===== src/rtl/pseg_pkg.sv =====
package pseg_pkg;
   typedef enum logic [2:0] {
      ST_IDLE,
      ST_SPT,
      ST_SEG,
      ST_PG,
      ST_DONE
   } walk_st_t;

   localparam int FB_SPT = 0;
   localparam int FB_SEG = 1;
   localparam int FB_PG  = 2;
   localparam int FB_BND = 3;
   localparam int FLT_W  = 4;
endpackage


===== src/rtl/pseg_entry_dec.sv =====
module pseg_entry_dec #(
   parameter int DATA_W  = 40,
   parameter int LEN_W   = 17,
   parameter int AW      = 22,
   parameter int FRAME_W = 14
) (
   input  logic [DATA_W-1:0]  ent,
   output logic               vld,
   output logic [LEN_W-1:0]   len,
   output logic [AW-1:0]      base,
   output logic [FRAME_W-1:0] frame
);
   localparam int LEN_LSB = DATA_W - 1 - LEN_W;

   assign vld   = ent[DATA_W-1];
   assign len   = ent[LEN_LSB +: LEN_W];
   assign base  = ent[AW-1:0];
   assign frame = ent[FRAME_W-1:0];
endmodule


===== src/rtl/pseg_addr_gen.sv =====
module pseg_addr_gen
   import pseg_pkg::*;
#(
   parameter int SEG_W    = 18,
   parameter int SEG_LO_W = 10,
   parameter int PAGE_W   = 6,
   parameter int AW       = 22,
   parameter bit PAGED_EN = 1'b1
) (
   input  walk_st_t          st,
   input  logic              paged,
   input  logic [AW-1:0]     stbr,
   input  logic [AW-1:0]     spt_base,
   input  logic [AW-1:0]     pt_base,
   input  logic [SEG_W-1:0]  seg,
   input  logic [PAGE_W-1:0] page,
   output logic [AW-1:0]     addr
);
   logic [AW-1:0] spt_addr;
   logic [AW-1:0] seg_addr;

   generate
      if (PAGED_EN) begin : g_paged
         logic [AW-1:0] hi_ext;
         logic [AW-1:0] lo_ext;
         assign hi_ext   = AW'(seg[SEG_W-1:SEG_LO_W]);
         assign lo_ext   = AW'(seg[SEG_LO_W-1:0]);
         assign spt_addr = stbr + hi_ext;
         assign seg_addr = paged ? (spt_base + lo_ext) : (stbr + AW'(seg));
      end else begin : g_flat
         logic unused_in;
         assign unused_in = paged ^ (^spt_base);
         assign spt_addr  = stbr;
         assign seg_addr  = stbr + AW'(seg);
      end
   endgenerate

   always_comb begin
      case (st)
         ST_SPT:  addr = spt_addr;
         ST_SEG:  addr = seg_addr;
         ST_PG:   addr = pt_base + AW'(page);
         default: addr = '0;
      endcase
   end
endmodule


===== src/rtl/pseg_walker.sv =====
module pseg_walker
   import pseg_pkg::*;
#(
   parameter int  SEG_W    = 18,
   parameter int  SEG_LO_W = 10,
   parameter int  OFF_W    = 16,
   parameter int  WORD_W   = 10,
   parameter int  AW       = 22,
   parameter int  DATA_W   = 40,
   parameter int  FRAME_W  = 14,
   parameter bit  PAGED_EN = 1'b1,
   localparam int PAGE_W   = OFF_W - WORD_W,
   localparam int LEN_W    = OFF_W + 1,
   localparam int PA_W     = FRAME_W + WORD_W
) (
   input  logic              clk,
   input  logic              rst_n,
   input  logic              req_valid,
   input  logic              req_paged,
   input  logic [SEG_W-1:0]  req_seg,
   input  logic [OFF_W-1:0]  req_off,
   input  logic [AW-1:0]     stbr,
   output logic              busy,
   output logic              mem_rd,
   output logic [AW-1:0]     mem_addr,
   input  logic              mem_rvalid,
   input  logic [DATA_W-1:0] mem_rdata,
   output logic              done,
   output logic [PA_W-1:0]   paddr,
   output logic [FLT_W-1:0]  fault
);
   generate
      if (DATA_W < 1 + LEN_W + AW) begin : g_bad_data
         $error("entry word too narrow for valid, length and base fields");
      end
      if (FRAME_W > AW) begin : g_bad_frame
         $error("frame field must fit inside the base field");
      end
      if (SEG_LO_W >= SEG_W || PAGE_W < 1) begin : g_bad_split
         $error("field split leaves an empty field");
      end
   endgenerate

   walk_st_t             st_q;
   logic                 issue_q;
   logic                 paged_q;
   logic [SEG_W-1:0]     seg_q;
   logic [OFF_W-1:0]     off_q;
   logic [AW-1:0]        stbr_q;
   logic [AW-1:0]        spt_base_q;
   logic [AW-1:0]        pt_base_q;
   logic [FLT_W-1:0]     res_flt_q;
   logic [PA_W-1:0]      res_pa_q;

   logic                 e_vld;
   logic [LEN_W-1:0]     e_len;
   logic [AW-1:0]        e_base;
   logic [FRAME_W-1:0]   e_frame;
   logic [AW-1:0]        nxt_addr;
   logic                 over_len;

   pseg_entry_dec #(
      .DATA_W (DATA_W),
      .LEN_W  (LEN_W),
      .AW     (AW),
      .FRAME_W(FRAME_W)
   ) i_dec (
      .ent  (mem_rdata),
      .vld  (e_vld),
      .len  (e_len),
      .base (e_base),
      .frame(e_frame)
   );

   pseg_addr_gen #(
      .SEG_W   (SEG_W),
      .SEG_LO_W(SEG_LO_W),
      .PAGE_W  (PAGE_W),
      .AW      (AW),
      .PAGED_EN(PAGED_EN)
   ) i_agen (
      .st      (st_q),
      .paged   (paged_q),
      .stbr    (stbr_q),
      .spt_base(spt_base_q),
      .pt_base (pt_base_q),
      .seg     (seg_q),
      .page    (off_q[OFF_W-1:WORD_W]),
      .addr    (nxt_addr)
   );

   assign over_len = {1'b0, off_q} >= e_len;
   assign busy     = (st_q != ST_IDLE);

   always_ff @(posedge clk or negedge rst_n) begin
      if (!rst_n) begin
         st_q       <= ST_IDLE;
         issue_q    <= 1'b0;
         paged_q    <= 1'b0;
         seg_q      <= '0;
         off_q      <= '0;
         stbr_q     <= '0;
         spt_base_q <= '0;
         pt_base_q  <= '0;
         res_flt_q  <= '0;
         res_pa_q   <= '0;
         mem_rd     <= 1'b0;
         mem_addr   <= '0;
         done       <= 1'b0;
         paddr      <= '0;
         fault      <= '0;
      end else begin
         mem_rd <= 1'b0;
         done   <= 1'b0;
         paddr  <= '0;
         fault  <= '0;
         if (issue_q) begin
            mem_rd   <= 1'b1;
            mem_addr <= nxt_addr;
            issue_q  <= 1'b0;
         end
         case (st_q)
            ST_IDLE: begin
               if (req_valid) begin
                  paged_q   <= req_paged;
                  seg_q     <= req_seg;
                  off_q     <= req_off;
                  stbr_q    <= stbr;
                  res_flt_q <= '0;
                  res_pa_q  <= '0;
                  issue_q   <= 1'b1;
                  st_q      <= (PAGED_EN && req_paged) ? ST_SPT : ST_SEG;
               end
            end
            ST_SPT: begin
               if (mem_rvalid && !issue_q) begin
                  if (!e_vld) begin
                     res_flt_q[FB_SPT] <= 1'b1;
                     st_q              <= ST_DONE;
                  end else begin
                     spt_base_q <= e_base;
                     issue_q    <= 1'b1;
                     st_q       <= ST_SEG;
                  end
               end
            end
            ST_SEG: begin
               if (mem_rvalid && !issue_q) begin
                  if (!e_vld) begin
                     res_flt_q[FB_SEG] <= 1'b1;
                     st_q              <= ST_DONE;
                  end else if (over_len) begin
                     res_flt_q[FB_BND] <= 1'b1;
                     st_q              <= ST_DONE;
                  end else begin
                     pt_base_q <= e_base;
                     issue_q   <= 1'b1;
                     st_q      <= ST_PG;
                  end
               end
            end
            ST_PG: begin
               if (mem_rvalid && !issue_q) begin
                  if (!e_vld) res_flt_q[FB_PG] <= 1'b1;
                  else        res_pa_q <= {e_frame, off_q[WORD_W-1:0]};
                  st_q <= ST_DONE;
               end
            end
            ST_DONE: begin
               done  <= 1'b1;
               fault <= res_flt_q;
               paddr <= res_pa_q;
               st_q  <= ST_IDLE;
            end
            default: st_q <= ST_IDLE;
         endcase
      end
   end


   rd_pulse_chk: assert property (@(posedge clk) disable iff (!rst_n)
      mem_rd |=> !mem_rd);


   idle_no_rd_chk: assert property (@(posedge clk) disable iff (!rst_n)
      !busy |-> !mem_rd);


   done_single_chk: assert property (@(posedge clk) disable iff (!rst_n)
      done |-> !busy ##1 !done);


   quiet_result_chk: assert property (@(posedge clk) disable iff (!rst_n)
      !done |-> (fault == '0 && paddr == '0));


   fault_onehot_chk: assert property (@(posedge clk) disable iff (!rst_n)
      $onehot0(fault));


   fault_zero_pa_chk: assert property (@(posedge clk) disable iff (!rst_n)
      (done && fault != '0) |-> paddr == '0);
endmodule


===== config.mk =====
export PLATFORM = sky130hd
export DESIGN_NAME = pseg_walker
export DESIGN_NICKNAME = d
export VERILOG_FILES = /design/src/rtl/pseg_pkg.sv /design/src/rtl/pseg_entry_dec.sv /design/src/rtl/pseg_addr_gen.sv /design/src/rtl/pseg_walker.sv
export SDC_FILE = /design/constraint.sdc
export NUM_CORES = 1
export LEC_CHECK = 0
export ABC_AREA = 1
export ABC_CLOCK_PERIOD_IN_PS = 6900
export BUFFER_PORTS_ARGS = -buffer_cell sky130_fd_sc_hd__buf_2
export CAP_MARGIN = 40
export CORE_MARGIN = 2
export CORE_UTILIZATION = 45
export CTS_CLUSTER_SIZE = 25
export DETAILED_ROUTE_END_ITERATION = 10
export PLACE_DENSITY = 0.65
export RECOVER_POWER = 25
export REMOVE_ABC_BUFFERS = 1
export SLEW_MARGIN = 20
export SYNTH_ARGS = -nofsm -noshare
export SYNTH_HDL_FRONTEND = slang
export SYNTH_SLANG_ARGS = --single-unit

===== constraint.sdc =====
create_clock -name clk -period 6.9 [get_ports clk]
set_clock_uncertainty 0.15 [all_clocks]
set_input_delay 1.035 -clock clk [delete_from_list [all_inputs] [get_ports clk]]
set_output_delay 1.035 -clock clk [all_outputs]
set_load 0.01 [all_outputs]

==> summary.txt <==
Outcome
  – Outcome: finished, violations left
  – Failing checks: capacitance limit, slew limit

Floorplan
  – Die ar.: ~0.028 sq mm
  – FP Rows: 59
  – CORE AREA: between 0.02 and 0.03 sq mm
  – DIE WIDTH: approximately 170 um
  – Io pins: 154
  – Initial cell density of the core: 0.457
  – Die Span Y: approximately 170 um

Global route
  – Wire length of the first global-routing pass: 57.9 mm
  – Largest net degree at the start of global routing: 61
  – Vias in the first global route: 11093
  – Total GRT Usage: 0.265
  – Initial antenna violation count: 0
  – Total gr overflow: 0

Detailed routing
  – Post-DR wirelength/cell: roughly 17 um
  – Vias per cell: 5.22
  – DR iter-0 viols: 654
  – Antenna-violating nets left: 0
  – DRT Pass-1 Iters: 6
  – Via count: 11179
  – DRC viols: 0
  – Routed wire length: 35.9 mm

Job
  – Max cap viols: 1

Yosys
  – Synth Area in Adders: 0.0678
  – Post-Synth XOR/XNOR Area: 0.00295
  – Post-Syn Area: 0.0119 sq mm
  – Unique cell type count in the Yosys netlist: 43
  – Avg Inst Size Synth: 7.19 sq um
  – Synth Area in Simple Gates: 0.319
  – Cells after synthesis: about 1700
  – Most common flop cell mapped by yosys: dfrtp_1
  – Syn. warnings: 0
  – Combinational family with the most area after synthesis: simple AND/OR/NAND/NOR gates
  – Share of the synthesized area in the top cell type: 0.389
  – Register bit total from synthesis: 185
  – Post-synthesis compound-gate area fraction: 0.0840
  – Dominant cell type by area after synthesis: dfrtp_1
  – EDFF count, synth: 0
  – Post-synth ARST share: 1.00
  – Ranking of synthesized cells by area: dfrtp_1 (39%), nand2_1 (17%), inv_1 (7.8%)
  – Multiplexer area fraction after synthesis: 0.0376
  – Seq/Total Area, Yosys: 0.389

STA
  – Hold Vio Cnt, Final: 0
  – Highest clock rate: 0.266 GHz
  – Final Setup Violations: 0
  – Relative slew slack: -1.11
  – Worst hold slack: 0.328 ns
  – Crit path time final: 3.76 ns
  – Slew Viols, Final: between 50 and 60
  – RSZ-0062 raised after global routing: false
  – Crit share post-route: 0.544
  – Setup TNS: 0 ns
  – Least-Margin Pin Slew: 3.17 ns

Clock network
  – Worst-Skew Late Latency: 0.44 ns
  – Maximum buffer depth of the clock tree: 2
  – CTS Sinks: 185
  – CTS tree: built
  – Post-CTS setup buffers: 0
  – Root Buffer: clkbuf_16
  – CTS clk-pin slew, worst paths: 0.08 ns
  – H-tree depth: 4
  – CTS Buf Count: 17
  – CTS resizes: 0
  – Cts hold-fix bufs: 0

Worst setup path
  – Endpoint class of the critical path: async pin
  – Flop2flop setup slack: 3.71 ns
  – Reg2reg end: spt_base_q[16]$_DFFE_PN0P_
  – Worst Path Max Fanout: 58
  – Critical Path AT: 4.23 ns
  – Critical R2R Launch: issue_q$_DFF_PN0_
  – CP max stage delay: 2.19 ns
  – CP delay by family, top: buffers and inverters
  – Critical path launch point type: input pin
  – Worst Path Class, Setup: in -> async
  – CP cell instances: clkbuf_1 > buf_4 > buf_16
  – Slowest CP cell: clkbuf_1
  – CP bufs+invs: 3
  – Reg2reg path depth: 5
  – Required @ worst endpoint: 7.38 ns

Layout
  – Most common cell after layout, fill and taps aside: nand2_1
  – Non-filler instance count after layout: 2143
  – Ant. Diodes: 0
  – Most frequent cells in the layout: nand2_1 (525), inv_1 (247), dfrtp_1 (185)
  – Final net count: about 2000
  – Layout cells sized above 1: 0.143
  – Synth-to-layout area growth: 14.7%

Power and ir drop
  – Leakage: roughly 7.5 nW
  – VDD IR-drop max: 0.184 mV
  – Power density cells: 482 mW/mm^2

Hold path
  – Hold depth: 2
  – Hold_sp: res_flt_q[3]$_DFFE_PN0P_
  – WHS Endpoint: res_flt_q[3]$_DFFE_PN0P_
  – Worst Hold Class: reg -> reg

Placement
  – Final Wtd Congestion: 0.934
  – # port buffers: 153
  – Placed insts: roughly 2100
  – Detailed Place HPWL: 28.4 mm
final cells by class:
| type | count | area, sq um |
|---|---|---|
| Timing Repair Buffer | 162 | 915 |
| Sequential cell | 185 | 4630 |
| Tap cell | 335 | 419 |
| Clock inverter | 14 | 181 |
| Multi-Input combinational cell | 1172 | 6080 |
| Inverter | 257 | 965 |
| Clock buffer | 18 | 439 |
| Fill cell | 2572 | 12400 |
registers in the layout, indices dropped and copies added, names as in the netlist, 3 cells and up:
name,count
fault,4
mem_addr,22
off_q,16
paddr,24
pt_base_q,22
res_flt_q,4
res_pa_q,24
seg_q,18
spt_base_q,22
st_q,3
stbr_q,22
power breakdown:
part,internal (W),total [W],switching (W)
clock,0.000511,0.00104,0.000528
sequential,0.00147,0.00198,0.000511
combinational,0.00127,0.00355,0.00228
logic make-up (layout without fill, tap and decap cells):
| kind of cell | count (synthesis) | after routing |
|---|---|---|
| xor+xnor | 4 | 4 |
| buf+inv | 297 | 451 |
| fa+ha+maj | 62 | 62 |
| compound gates | 180 | 180 |
| simple gates | 890 | 890 |
| mux | 36 | 36 |
| flops | 185 | 185 |
cells in the mapped netlist, types with 2 or more instances:
library cell,n
nor3_1,13
and2_1,3
o21bai_1,5
nand4_1,27
nor3_4,5
o21ai_0,70
nand3_1,167
dfrtp_1,185
mux2_2,25
nor2_1,126
nand3b_1,8
ha_1,58
fa_1,4
o211ai_1,7
o21ai_1,4
buf_2,17
nand2_1,525
a31oi_1,3
xnor2_1,3
nand3_2,2
inv_2,10
buf_6,4
mux2_4,11
buf_1,3
a21o_1,5
inv_1,247
buf_4,4
a21oi_1,57
o22ai_1,25
or2_2,4
nor2_2,4
clkbuf_1,12
worst min-delay path, stage by stage (launching register included):
cell	delay (ns)
dfrtp_1	0.35
nand2_1	0.05
nand2_1	0.05
stage by stage:
step / utilization / power (W) / area (sq um) / worst slack (ns)
6_report: 0.525 / 0.00657 / 13600 / 3.14
5_1_grt: 0.525 / 0.00718 / 13600 / 2.49
4_1_cts: 0.525 / 0.00657 / 13600 / 3.72
3_5_place_dp: 0.501 / 0.00550 / 13000 / 3.57
3_3_place_gp: 0.496 / 0.00542 / 12900 / 3.69
2_1_floorplan: - / 0.00436 / 11700 / 3.30
layer usage:
metal | track usage | share of wire
met1 | 0.344 | 0.44
met2 | 0.439 | 0.47
met3 | 0.0452 | 0.050
met4 | 0.111 | 0.039
met5 | 0 | 0
worst max path at each step:
stage,end,slack (ns),startpoint,depth (start not counted)
after floorplan,off_q[10]$_DFFE_PN0P_,3.30,req_valid,3
after global placement,pt_base_q[8]$_DFFE_PN0P_,3.69,mem_rdata[32],12
after detailed placement,pt_base_q[9]$_DFFE_PN0P_,3.57,mem_rdata[34],12
after CTS,spt_base_q[20]$_DFFE_PN0P_,3.72,issue_q$_DFF_PN0_,5
after global routing,res_pa_q[0]$_DFFE_PN0P_,2.49,rst_n,3
final,res_pa_q[0]$_DFFE_PN0P_,3.14,rst_n,3
No activity file was read; power rests on OpenSTA's default activity.
